--- src/rtl/restore_seq_pkg.sv ---
package restore_seq_pkg;

   typedef enum logic [3:0] {
      ST_IDLE,
      ST_SAVE_WAIT,
      ST_VALID,
      ST_ERRCHK,
      ST_CKE_LOW,
      ST_GO,
      ST_POLL,
      ST_RC,
      ST_CKE_UP,
      ST_MRS,
      ST_NEXT,
      ST_DONE
   } seq_state_e;

   typedef enum logic [1:0] {
      RES_NONE,
      RES_RESTORED,
      RES_ERRLOG,
      RES_TIMEOUT
   } res_kind_e;

   typedef struct packed {
      logic save_busy;
      logic img_valid;
      logic err_log;
      logic rst_done;
   } dimm_stat_t;

endpackage

--- src/rtl/dimm_stat_mux.sv ---
module dimm_stat_mux
   import restore_seq_pkg::*;
#(
   parameter int NUM_DIMMS = 4,
   parameter int IDX_W     = 2
) (
   input  logic [NUM_DIMMS-1:0] save_busy_i,
   input  logic [NUM_DIMMS-1:0] img_valid_i,
   input  logic [NUM_DIMMS-1:0] err_logged_i,
   input  logic [NUM_DIMMS-1:0] restore_done_i,
   input  logic [IDX_W-1:0]     idx_i,
   output dimm_stat_t           stat_o
);

   generate
      if (NUM_DIMMS == 1) begin : g_single
         logic unused_idx;
         assign unused_idx = ^idx_i;
         assign stat_o = '{save_busy: save_busy_i[0],
                           img_valid: img_valid_i[0],
                           err_log:   err_logged_i[0],
                           rst_done:  restore_done_i[0]};
      end else begin : g_multi
         always_comb begin
            stat_o = '0;
            for (int k = 0; k < NUM_DIMMS; k++) begin
               if (idx_i == IDX_W'(k)) begin
                  stat_o = '{save_busy: save_busy_i[k],
                             img_valid: img_valid_i[k],
                             err_log:   err_logged_i[k],
                             rst_done:  restore_done_i[k]};
               end
            end
         end
      end
   endgenerate

endmodule

--- src/rtl/poll_timer.sv ---
module poll_timer #(
   parameter int LIMIT = 1000
) (
   input  logic clk,
   input  logic rst_n,
   input  logic clear_i,
   input  logic run_i,
   output logic expired_o
);

   localparam int CNT_W = $clog2(LIMIT + 1);
   localparam logic [CNT_W-1:0] LAST = CNT_W'(LIMIT - 1);

   logic [CNT_W-1:0] cnt_q;

   always_ff @(posedge clk) begin
      if (!rst_n || clear_i) begin
         cnt_q <= '0;
      end else if (run_i && cnt_q != LAST) begin
         cnt_q <= cnt_q + 1'b1;
      end
   end

   assign expired_o = run_i && (cnt_q == LAST);

   assert_cnt_bound_R7: assert property (@(posedge clk) disable iff (!rst_n)
      cnt_q <= LAST);

   assert_cnt_step_R7: assert property (@(posedge clk) disable iff (!rst_n)
      (run_i && !clear_i && cnt_q != LAST) |=> cnt_q == $past(cnt_q) + 1'b1);

endmodule

--- src/rtl/restore_results.sv ---
module restore_results
   import restore_seq_pkg::*;
#(
   parameter int NUM_DIMMS = 4,
   parameter int IDX_W     = 2
) (
   input  logic                 clk,
   input  logic                 rst_n,
   input  logic                 clear_i,
   input  logic                 wr_i,
   input  logic [IDX_W-1:0]     idx_i,
   input  res_kind_e            kind_i,
   output logic [NUM_DIMMS-1:0] restored_o,
   output logic [NUM_DIMMS-1:0] errlog_o,
   output logic [NUM_DIMMS-1:0] timeout_o,
   output logic [NUM_DIMMS-1:0] test_mask_o
);

   generate
      for (genvar i = 0; i < NUM_DIMMS; i++) begin : g_slot
         logic hit;
         assign hit = wr_i && (idx_i == IDX_W'(i));

         always_ff @(posedge clk) begin
            if (!rst_n || clear_i) begin
               restored_o[i] <= 1'b0;
               errlog_o[i]   <= 1'b0;
               timeout_o[i]  <= 1'b0;
            end else if (hit) begin
               restored_o[i] <= (kind_i == RES_RESTORED);
               errlog_o[i]   <= (kind_i == RES_ERRLOG);
               timeout_o[i]  <= (kind_i == RES_TIMEOUT);
            end
         end

         assign test_mask_o[i] = ~restored_o[i];

         assert_write_once_R8: assert property (@(posedge clk) disable iff (!rst_n)
            (hit && !clear_i) |-> !(restored_o[i] || errlog_o[i] || timeout_o[i]));
      end
   endgenerate

endmodule

--- src/rtl/restore_sequencer.sv ---
module restore_sequencer
   import restore_seq_pkg::*;
#(
   parameter int NUM_DIMMS  = 4,
   parameter int IDX_W      = (NUM_DIMMS > 1) ? $clog2(NUM_DIMMS) : 1,
   parameter int POLL_LIMIT = 1000
) (
   input  logic                 clk,
   input  logic                 rst_n,
   input  logic                 start_i,
   input  logic [NUM_DIMMS-1:0] save_busy_i,
   input  logic [NUM_DIMMS-1:0] img_valid_i,
   input  logic [NUM_DIMMS-1:0] err_logged_i,
   input  logic [NUM_DIMMS-1:0] restore_done_i,
   output logic [IDX_W-1:0]     dimm_sel_o,
   output logic                 cke_o,
   output logic                 restore_go_o,
   output logic                 rc_wr_o,
   output logic                 mrs_wr_o,
   output logic                 busy_o,
   output logic                 done_o,
   output logic [NUM_DIMMS-1:0] restored_o,
   output logic [NUM_DIMMS-1:0] errlog_o,
   output logic [NUM_DIMMS-1:0] timeout_o,
   output logic [NUM_DIMMS-1:0] test_mask_o
);

   localparam logic [IDX_W-1:0] LAST_IDX = IDX_W'(NUM_DIMMS - 1);

   initial begin
      assert_param_count_R9: assert (NUM_DIMMS >= 1 && NUM_DIMMS <= 8)
         else $error("NUM_DIMMS out of range");
      assert_param_idx_R9: assert ((1 << IDX_W) >= NUM_DIMMS)
         else $error("IDX_W too narrow");
      assert_param_poll_R9: assert (POLL_LIMIT >= 1)
         else $error("POLL_LIMIT must be positive");
   end

   seq_state_e        state_q, state_d;
   logic [IDX_W-1:0]  idx_q, idx_d;
   dimm_stat_t        stat;
   logic              expired;
   logic              res_clear, res_wr;
   res_kind_e         res_kind;

   dimm_stat_mux #(.NUM_DIMMS(NUM_DIMMS), .IDX_W(IDX_W)) i_mux (
      .save_busy_i   (save_busy_i),
      .img_valid_i   (img_valid_i),
      .err_logged_i  (err_logged_i),
      .restore_done_i(restore_done_i),
      .idx_i         (idx_q),
      .stat_o        (stat)
   );

   poll_timer #(.LIMIT(POLL_LIMIT)) i_timer (
      .clk      (clk),
      .rst_n    (rst_n),
      .clear_i  (state_q == ST_GO),
      .run_i    (state_q == ST_POLL),
      .expired_o(expired)
   );

   restore_results #(.NUM_DIMMS(NUM_DIMMS), .IDX_W(IDX_W)) i_results (
      .clk        (clk),
      .rst_n      (rst_n),
      .clear_i    (res_clear),
      .wr_i       (res_wr),
      .idx_i      (idx_q),
      .kind_i     (res_kind),
      .restored_o (restored_o),
      .errlog_o   (errlog_o),
      .timeout_o  (timeout_o),
      .test_mask_o(test_mask_o)
   );

   always_comb begin
      state_d   = state_q;
      idx_d     = idx_q;
      res_clear = 1'b0;
      res_wr    = 1'b0;
      res_kind  = RES_NONE;
      unique case (state_q)
         ST_IDLE: begin
            if (start_i) begin
               res_clear = 1'b1;
               idx_d     = '0;
               state_d   = ST_SAVE_WAIT;
            end
         end
         ST_SAVE_WAIT: if (!stat.save_busy) state_d = ST_VALID;
         ST_VALID:     state_d = stat.img_valid ? ST_ERRCHK : ST_NEXT;
         ST_ERRCHK: begin
            if (stat.err_log) begin
               res_wr   = 1'b1;
               res_kind = RES_ERRLOG;
               state_d  = ST_NEXT;
            end else begin
               state_d  = ST_CKE_LOW;
            end
         end
         ST_CKE_LOW:   state_d = ST_GO;
         ST_GO:        state_d = ST_POLL;
         ST_POLL: begin
            if (stat.rst_done) begin
               res_wr   = 1'b1;
               res_kind = RES_RESTORED;
               state_d  = ST_RC;
            end else if (expired) begin
               res_wr   = 1'b1;
               res_kind = RES_TIMEOUT;
               state_d  = ST_RC;
            end
         end
         ST_RC:        state_d = ST_CKE_UP;
         ST_CKE_UP:    state_d = ST_MRS;
         ST_MRS:       state_d = ST_NEXT;
         ST_NEXT: begin
            if (idx_q == LAST_IDX) begin
               state_d = ST_DONE;
            end else begin
               idx_d   = idx_q + 1'b1;
               state_d = ST_SAVE_WAIT;
            end
         end
         ST_DONE:      state_d = ST_IDLE;
         default:      state_d = ST_IDLE;
      endcase
   end

   always_ff @(posedge clk) begin
      if (!rst_n) begin
         state_q <= ST_IDLE;
         idx_q   <= '0;
      end else begin
         state_q <= state_d;
         idx_q   <= idx_d;
      end
   end

   assign dimm_sel_o   = idx_q;
   assign cke_o        = !(state_q inside {ST_CKE_LOW, ST_GO, ST_POLL, ST_RC});
   assign restore_go_o = (state_q == ST_GO);
   assign rc_wr_o      = (state_q == ST_RC);
   assign mrs_wr_o     = (state_q == ST_MRS);
   assign busy_o       = (state_q != ST_IDLE);
   assign done_o       = (state_q == ST_DONE);

   // clock-enable rises only right after the register-control rewrite
   assert_cke_rise_after_rc_R6: assert property (@(posedge clk) disable iff (!rst_n)
      $rose(cke_o) |-> $past(rc_wr_o));

   assert_mrs_after_rise_R6: assert property (@(posedge clk) disable iff (!rst_n)
      $rose(cke_o) |=> mrs_wr_o);

   assert_go_after_fall_R6: assert property (@(posedge clk) disable iff (!rst_n)
      $fell(cke_o) |=> restore_go_o);

   assert_one_strobe_R6: assert property (@(posedge clk) disable iff (!rst_n)
      $onehot0({restore_go_o, rc_wr_o, mrs_wr_o, done_o}));

   // a restore is requested only for a settled, valid, error-free slot
   assert_go_gated_R3: assert property (@(posedge clk) disable iff (!rst_n)
      restore_go_o |-> (!stat.save_busy && stat.img_valid && !stat.err_log));

   assert_idx_order_R2: assert property (@(posedge clk) disable iff (!rst_n)
      (dimm_sel_o != $past(dimm_sel_o)) |-> (dimm_sel_o == $past(dimm_sel_o) + 1'b1 || dimm_sel_o == '0));

   assert_done_ends_busy_R2: assert property (@(posedge clk) disable iff (!rst_n)
      done_o |=> !busy_o);

endmodule

--- config.mk ---
export PLATFORM = sky130hd
export DESIGN_NAME = restore_sequencer
export DESIGN_NICKNAME = d
export VERILOG_FILES = /design/src/rtl/restore_seq_pkg.sv /design/src/rtl/dimm_stat_mux.sv /design/src/rtl/poll_timer.sv /design/src/rtl/restore_results.sv /design/src/rtl/restore_sequencer.sv
export SDC_FILE = /design/constraint.sdc
export NUM_CORES = 1
export LEC_CHECK = 0
export BUFFER_PORTS_ARGS = -buffer_cell sky130_fd_sc_hd__buf_4
export CORE_MARGIN = 2
export CORE_UTILIZATION = 43
export CTS_BUF_LIST = sky130_fd_sc_hd__clkbuf_2
export CTS_CLUSTER_DIAMETER = 60
export DETAILED_ROUTE_END_ITERATION = 10
export PLACE_DENSITY = 0.78
export SETUP_SLACK_MARGIN = 0.02
export SYNTH_ARGS = -nofsm -noshare
export SYNTH_HDL_FRONTEND = slang
export SYNTH_SLANG_ARGS = --single-unit
--- constraint.sdc ---
create_clock -name clk -period 4.8 [get_ports clk]
set_input_delay 0.72 -clock clk [delete_from_list [all_inputs] [get_ports clk]]
set_output_delay 0.72 -clock clk [all_outputs]
set_load 0.02 [all_outputs]
# After elaboration in Yosys (flattened, before gate mapping)
# Cells that the tools add are included.
# W data, S select, Z words.
# op_classes
bitwise	4
n_mux	25
n_eq_ne	23
n_mul	0
div_mod_pow	0
magnitude_cmp	0
add_sub_neg	2
shifts	0
n_reduce_logical	17
# op_table
operator	count
$mux W4	11
$pmux W4 S11	1
$eq A4 B3 Y1 const B	4
$eq A4 B4 Y1 const B	4
$add A10 B1 Y10 const B	1
$eq A10 B10 Y1 const B	1
$mux W2	5
$ne A10 B10 Y1 const B	1
$eq A2 B2 Y1 const B	4
$eq A4 B2 Y1 const B	2
$pmux W2 S2	2
$reduce_bool A4 Y1	2
$logic_and A1 B1 Y1	6
$ne A2 B2 Y1 const B	3
$reduce_and A3 Y1	2
$mux W1	5
$eq A2 B1 Y1 const B	2
$eq A4 B1 Y1 const B	1
$logic_not A4 Y1	1
$not A1 Y1	4
$ne A3 B3 Y1 const B	1
$add A2 B1 Y2 const B	1
$logic_not A1 Y1	2
$logic_not A2 Y1	1
3 further kinds	4
# word_totals
regBits	28
memories	0
rom_bits	0
ramBits	0
latchBits	0

# Logic depth before layout (Yosys ltp)
# logic_depth
ltp_word	8
depth_mapped	8
mapped_depth_nobuf	7

# Modules after synthesis
# From an unflattened synthesis, not the netlist that was laid out.
# unflattened
hier_cells	186
hier_area_um2	1727.9
# modules_own_cells
module	seq_area_each_um2	area_each_um2	cells_per_inst	instances
poll_timer	200.2	575.6	65	1
restore_results	240.2	539.3	50	1
restore_sequencer	120.1	508.0	67	1
dimm_stat_mux	0.0	105.1	4	1

# Least setup slack after synthesis
# Ideal clock, no wire load.
# synth_path
path_kind	register to register
start	register idx_q[1], in the netlist dimm_sel_o[1]
end	register i_results.timeout_o[0]
path_buffers	1
setup_time_ns	0.132
required_time_ns	4.668
synth_period_minus_slack_ns	2.045
t_arrival_ns	1.912
stages_incl_launch_ff	9
slack_ns	2.755
cell_sequence	dfxtp_1 > inv_1 > ha_1 > buf_6 > nand3b_4 > a211o_4 > a21o_1 > a31oi_1 > a21oi_1
# synth_via
elab_chain_cells	8
elab_cells_between_ends	16
cone_classes	4 x eq/ne; 10 x mux; 2 x reduce/logical
# synth_rtl
item	line_no	source
start: declaration	restore_sequencer.sv:40	logic [IDX_W-1:0] idx_q, idx_d;
start signal: assignment	restore_sequencer.sv:136	idx_q <= idx_d;
$logic_not A2 Y1	dimm_stat_mux.sv:27, restore_results.sv:22	
$mux W4 (4 in a row)	dimm_stat_mux.sv:27	if (idx_i == IDX_W'(k)) begin
$mux W2 (tied with other cells)	restore_sequencer.sv:104	if (stat.rst_done) begin
$pmux W2 S2 / $pmux W1 S2 (equally long branches)	restore_sequencer.sv:82	unique case (state_q)
$eq A2 B2 Y1 / $logic_and A1 B1 Y1 (equally long branches)	restore_results.sv:32, restore_results.sv:22	
end signal: indexed assignment	restore_results.sv:32	timeout_o[i] <= (kind_i == RES_TIMEOUT);
end: declaration	restore_results.sv:15	output logic [NUM_DIMMS-1:0] timeout_o,
# Parallel ways exist; a longest one is shown, timed or not.
# A chain may end at the register's enable or synchronous reset.

# Worst setup path after layout
# layout_path
start	register idx_q[0], in the netlist dimm_sel_o[0]
end	register i_results.errlog_o[3]
# layout_via
elab_chain_cells	8
elab_cells_between_ends	16
cone_classes	4 x eq/ne; 10 x mux; 2 x reduce/logical
# layout_rtl
item	line_no	source
$logic_not A2 Y1	dimm_stat_mux.sv:27	
$mux W4 (4 in a row)	dimm_stat_mux.sv:27	
$mux W2 (tied with other cells)	restore_sequencer.sv:104	
$pmux W2 S2 / $pmux W1 S2 (equally long branches)	restore_sequencer.sv:82	
$eq A2 B2 Y1 / $logic_and A1 B1 Y1 (equally long branches)	restore_results.sv:31, restore_results.sv:22	
end signal: indexed assignment	restore_results.sv:31	errlog_o[i] <= (kind_i == RES_ERRLOG);
end: declaration	restore_results.sv:14	output logic [NUM_DIMMS-1:0] errlog_o,
# Parallel ways exist; a longest one is shown, timed or not.

==> impl_summary.log <==
[metrics] top cell family by delay on the critical path: compound AO/OA/AOI/OAI gates
[metrics] RSZ-0062 raised after global routing: no
[metrics] number of DRC violations after detailed routing: 0
[metrics] predominant post-synthesis flop cell: dfxtp_1
[metrics] layout cells sized above 1: 0.232
[metrics] DR pass1 iterations: 4
[metrics] floorplan die area: between 0.004 and 0.005 mm^2
[metrics] number of pins with negative max-slew slack in the final report: 0
[metrics] aggregate global-route resource usage: 0.169
[metrics] number of enable flip-flop cells after synthesis: 0
[metrics] post-route fraction of the period consumed by the critical path: 0.491
[metrics] library cell occupying the most area in the post-synthesis netlist: dfxtp_1
[metrics] worst relative slew slack: 0.585
[metrics] Setup Fix Bufs, Post-CTS: 0
[metrics] Worst VDD drop: about 180 uV
[metrics] hold violation total from the final report: 0
[metrics] status: finished clean
[metrics] count of boundary I/O pins: 43
[metrics] sequential share of power: 0.530
[metrics] number of max-cap violations: 0
[metrics] total gr overflow: 0
[metrics] number of cells produced by synthesis: between 200 and 250
[metrics] TritonCTS clock tree: yes
[metrics] cell type with the highest occurrence count on the critical path: a211oi_1
[metrics] vias in the first global route: 1348
[metrics] number of port buffers: between 40 and 50
[metrics] maximum fanout count along the critical path: 19
[metrics] achievable clock frequency: approximately 0.42 GHz
[metrics] worst path cell trace: ha_1, a211oi_1, a211o_1, nor3_2, a21oi_1, a211oi_1
[metrics] number of violations reported at the end of detailed-routing iteration 0: 156
[metrics] Critical Path Slowest Stage Cell: ha_1
[metrics] share of total power in combinational logic: 0.162
[metrics] H-tree levels: 1
[metrics] switching part of the total power: 0.268
[metrics] sequential area share after synthesis: 0.326
[metrics] data arrival time at the worst-slack endpoint: about 2.7 ns
[metrics] highest metal used: met4
[metrics] number of nets with antenna violations after routing: 0
[metrics] Hold Buf Count CTS: 0
[metrics] minimum period implied by the final worst setup slack: 2.36 ns
[metrics] CTS max path bufs: 2
[metrics] classification of the worst-slack hold path: flip-flop to flip-flop
[metrics] average instance area after synthesis: ~8.5 um^2
[metrics] number of stages on the worst setup path: 6
[metrics] effective utilization at floorplan: 0.459
[metrics] Worst Skew: between 0.005 and 0.006 ns
[metrics] static leakage: approximately 0.79 nW
[metrics] data required time of the critical path: ~5.1 ns
[metrics] Worst Reg2Reg Path Length in Cells: 6
[metrics] type of origin of the critical path: flip-flop
[metrics] nature of the critical path endpoint: flip-flop
[metrics] die boundary width: 67.2 um
[metrics] maximum number of pins on one net before global-route repair: 20
[metrics] slew at the pin closest to its max-slew limit: about 0.62 ns
[metrics] Post-Route WL: between 3 and 4 mm
[metrics] cell depth of the worst min-delay path: 2
[metrics] clk sinks: 28
[metrics] placed wire-length estimate: roughly 2.8 mm
[metrics] Nets: roughly 260
[metrics] routed length on met2: around 1.8 mm
[metrics] most repeated cell in the gate-level netlist after synthesis: dfxtp_1
[metrics] count of yosys warnings during synthesis: 0
[metrics] CTS root buf: clkbuf_2
[metrics] number of core rows: 22
[metrics] diode count: 0
[metrics] switching component of the power: roughly 0.13 mW
[metrics] type of the setup path with the least slack: flip-flop to flip-flop
[metrics] post-synth top area share: 0.326
[metrics] routed vias: 1534
[metrics] vertical die dimension: roughly 67 um
[metrics] ranking of synthesized cells by area: dfxtp_1, nor2_1, a21oi_1
[metrics] routed metal-1 wirelength: between 1.5 and 2 mm
[metrics] drt wl/cell: between 10 and 15 um
[metrics] synthesized cell area: 0.00172 mm^2
[metrics] minimum setup slack after placement: around 2.5 ns
[metrics] via/cell ratio: approximately 5.4
[metrics] gpl congestion: just under 0.9
[metrics] register bit count reported by yosys: 28
[metrics] fraction of power consumed by the clock network: 0.308
[metrics] Synth-to-Final Area Change: 20.5%
[metrics] Final setup violation count: 0
[metrics] Worst Path Buf+Inv: 0
[metrics] number of gates resized after cts: 0
[metrics] first-pass GRT wire length: just under 6 mm
[metrics] total nets after synthesis: around 230
[metrics] Detail Route met3 WL: 159 um
[metrics] crit-path max cell delay: ~0.59 ns
[metrics] total negative slack for setup checks: 0 ns
[metrics] clock input transition at the sequential cells of the worst setup and hold paths: roughly 0.27 ns
[metrics] Floorplan Core Area: roughly 0.0037 mm^2
[metrics] pwr dens: roughly 230 mW/mm^2
[metrics] number of distinct standard cells referenced by the synthesized netlist: 53
[metrics] Post-synth top cells: dfxtp_1, nor2_1, nand2_1
[metrics] Int Power: 0.346 mW
[metrics] share of async-settable or async-resettable flops after synthesis: 0
[metrics] initial antenna violation count: 0
[metrics] CTS buffer count: 3
[metrics] crit path setup slack, layout: around 2.4 ns
[metrics] later-pin clock latency in the skew report: roughly 0.37 ns
-- stage by stage --
| step | total power, mW | hold WS (ns) | util | instance area, um^2 | std cells |
|---|---|---|---|---|---|
| final | 0.472 | 0.506 | 0.553 | 2070 | 285 |
| after global routing | 0.490 | 0.537 | 0.553 | 2070 | 285 |
| after CTS | 0.476 | 0.512 | 0.553 | 2070 | 285 |
| after detailed placement | 0.331 | 0.482 | 0.541 | 2020 | 281 |
| after global placement | 0.330 | 0.482 | 0.541 | 2020 | 281 |
| after floorplan | 0.305 | 0.467 | - | 1720 | 202 |
-- metal layers --
layer,vias to the layer above,track usage
met5,-,0
met1,697,0.225
li1,788,-
met4,0,0.0587
met2,42,0.282
met3,7,0.0217
-- worst reg2reg max path: cells and delay by family (launching register included) --
| kind | cells | cell delay [ns] |
|---|---|---|
| AOI/OAI and AO/OA | 4 | 0.86 |
| adders and majority gates | 1 | 0.59 |
| DFF | 1 | 0.49 |
| and+or+nand+nor | 1 | 0.35 |
-- power by group through the flow --
stage          clock [mW]  combinational, mW  sequential, mW
3_5_place_dp            0             0.0764           0.254
5_1_grt             0.155             0.0826           0.253
2_1_floorplan           0             0.0608           0.245
3_3_place_gp            0             0.0755           0.255
6_report            0.145             0.0767           0.250
4_1_cts             0.149             0.0767           0.250
-- flip-flops by register name (all words and copies together), names as in the netlist --
signal and cells:
i_timer.cnt_q 10, i_results.errlog_o 4, i_results.restored_o 4, i_results.timeout_o 4, state_q 4, dimm_sel_o 2
-- area by class of cell --
| type | count | area, um^2 |
|---|---|---|
| multi-input combinational | 148 | 1030 |
| timing repair buffer | 42 | 315 |
| clock inverter | 1 | 30.0 |
| fill | 354 | 1670 |
| sequential | 28 | 561 |
| clock buffer | 3 | 15.0 |
| inverter | 15 | 56.3 |
| tap | 48 | 60.1 |
-- cell families after synthesis --
kind of cell | after synthesis | synth area share
buf+inv | 26 | 0.0728
simple gates | 79 | 0.274
xor+xnor | 9 | 0.0459
compound gates | 51 | 0.221
fa+ha+maj | 5 | 0.0364
mux | 4 | 0.0233
flops | 28 | 0.326
-- path summary, 6_finish.rpt --
| path | from | end | slack, ns |
|---|---|---|---|
| worst min-delay path | i_results.timeout_o[2] | i_results.timeout_o[2] | 0.51 |
| worst max-delay path | dimm_sel_o[0] | i_results.errlog_o[3] | 2.44 |
| worst max register to register | dimm_sel_o[0] | i_results.errlog_o[3] | 2.44 |
| worst min register to register | i_results.timeout_o[2] | i_results.timeout_o[2] | 0.51 |
-- placed cells by master (no fill, tap or decap), types with 5 or more instances in the layout --
cell and count:
a211oi_1 7, a21oi_1 14, buf_4 42, dfxtp_1 28
ha_1 5, inv_1 15, nand2_1 17, nand2b_1 6
nand3_1 9, nor2_1 19, xnor2_1 5
No activity file was read; power rests on OpenSTA's default activity.
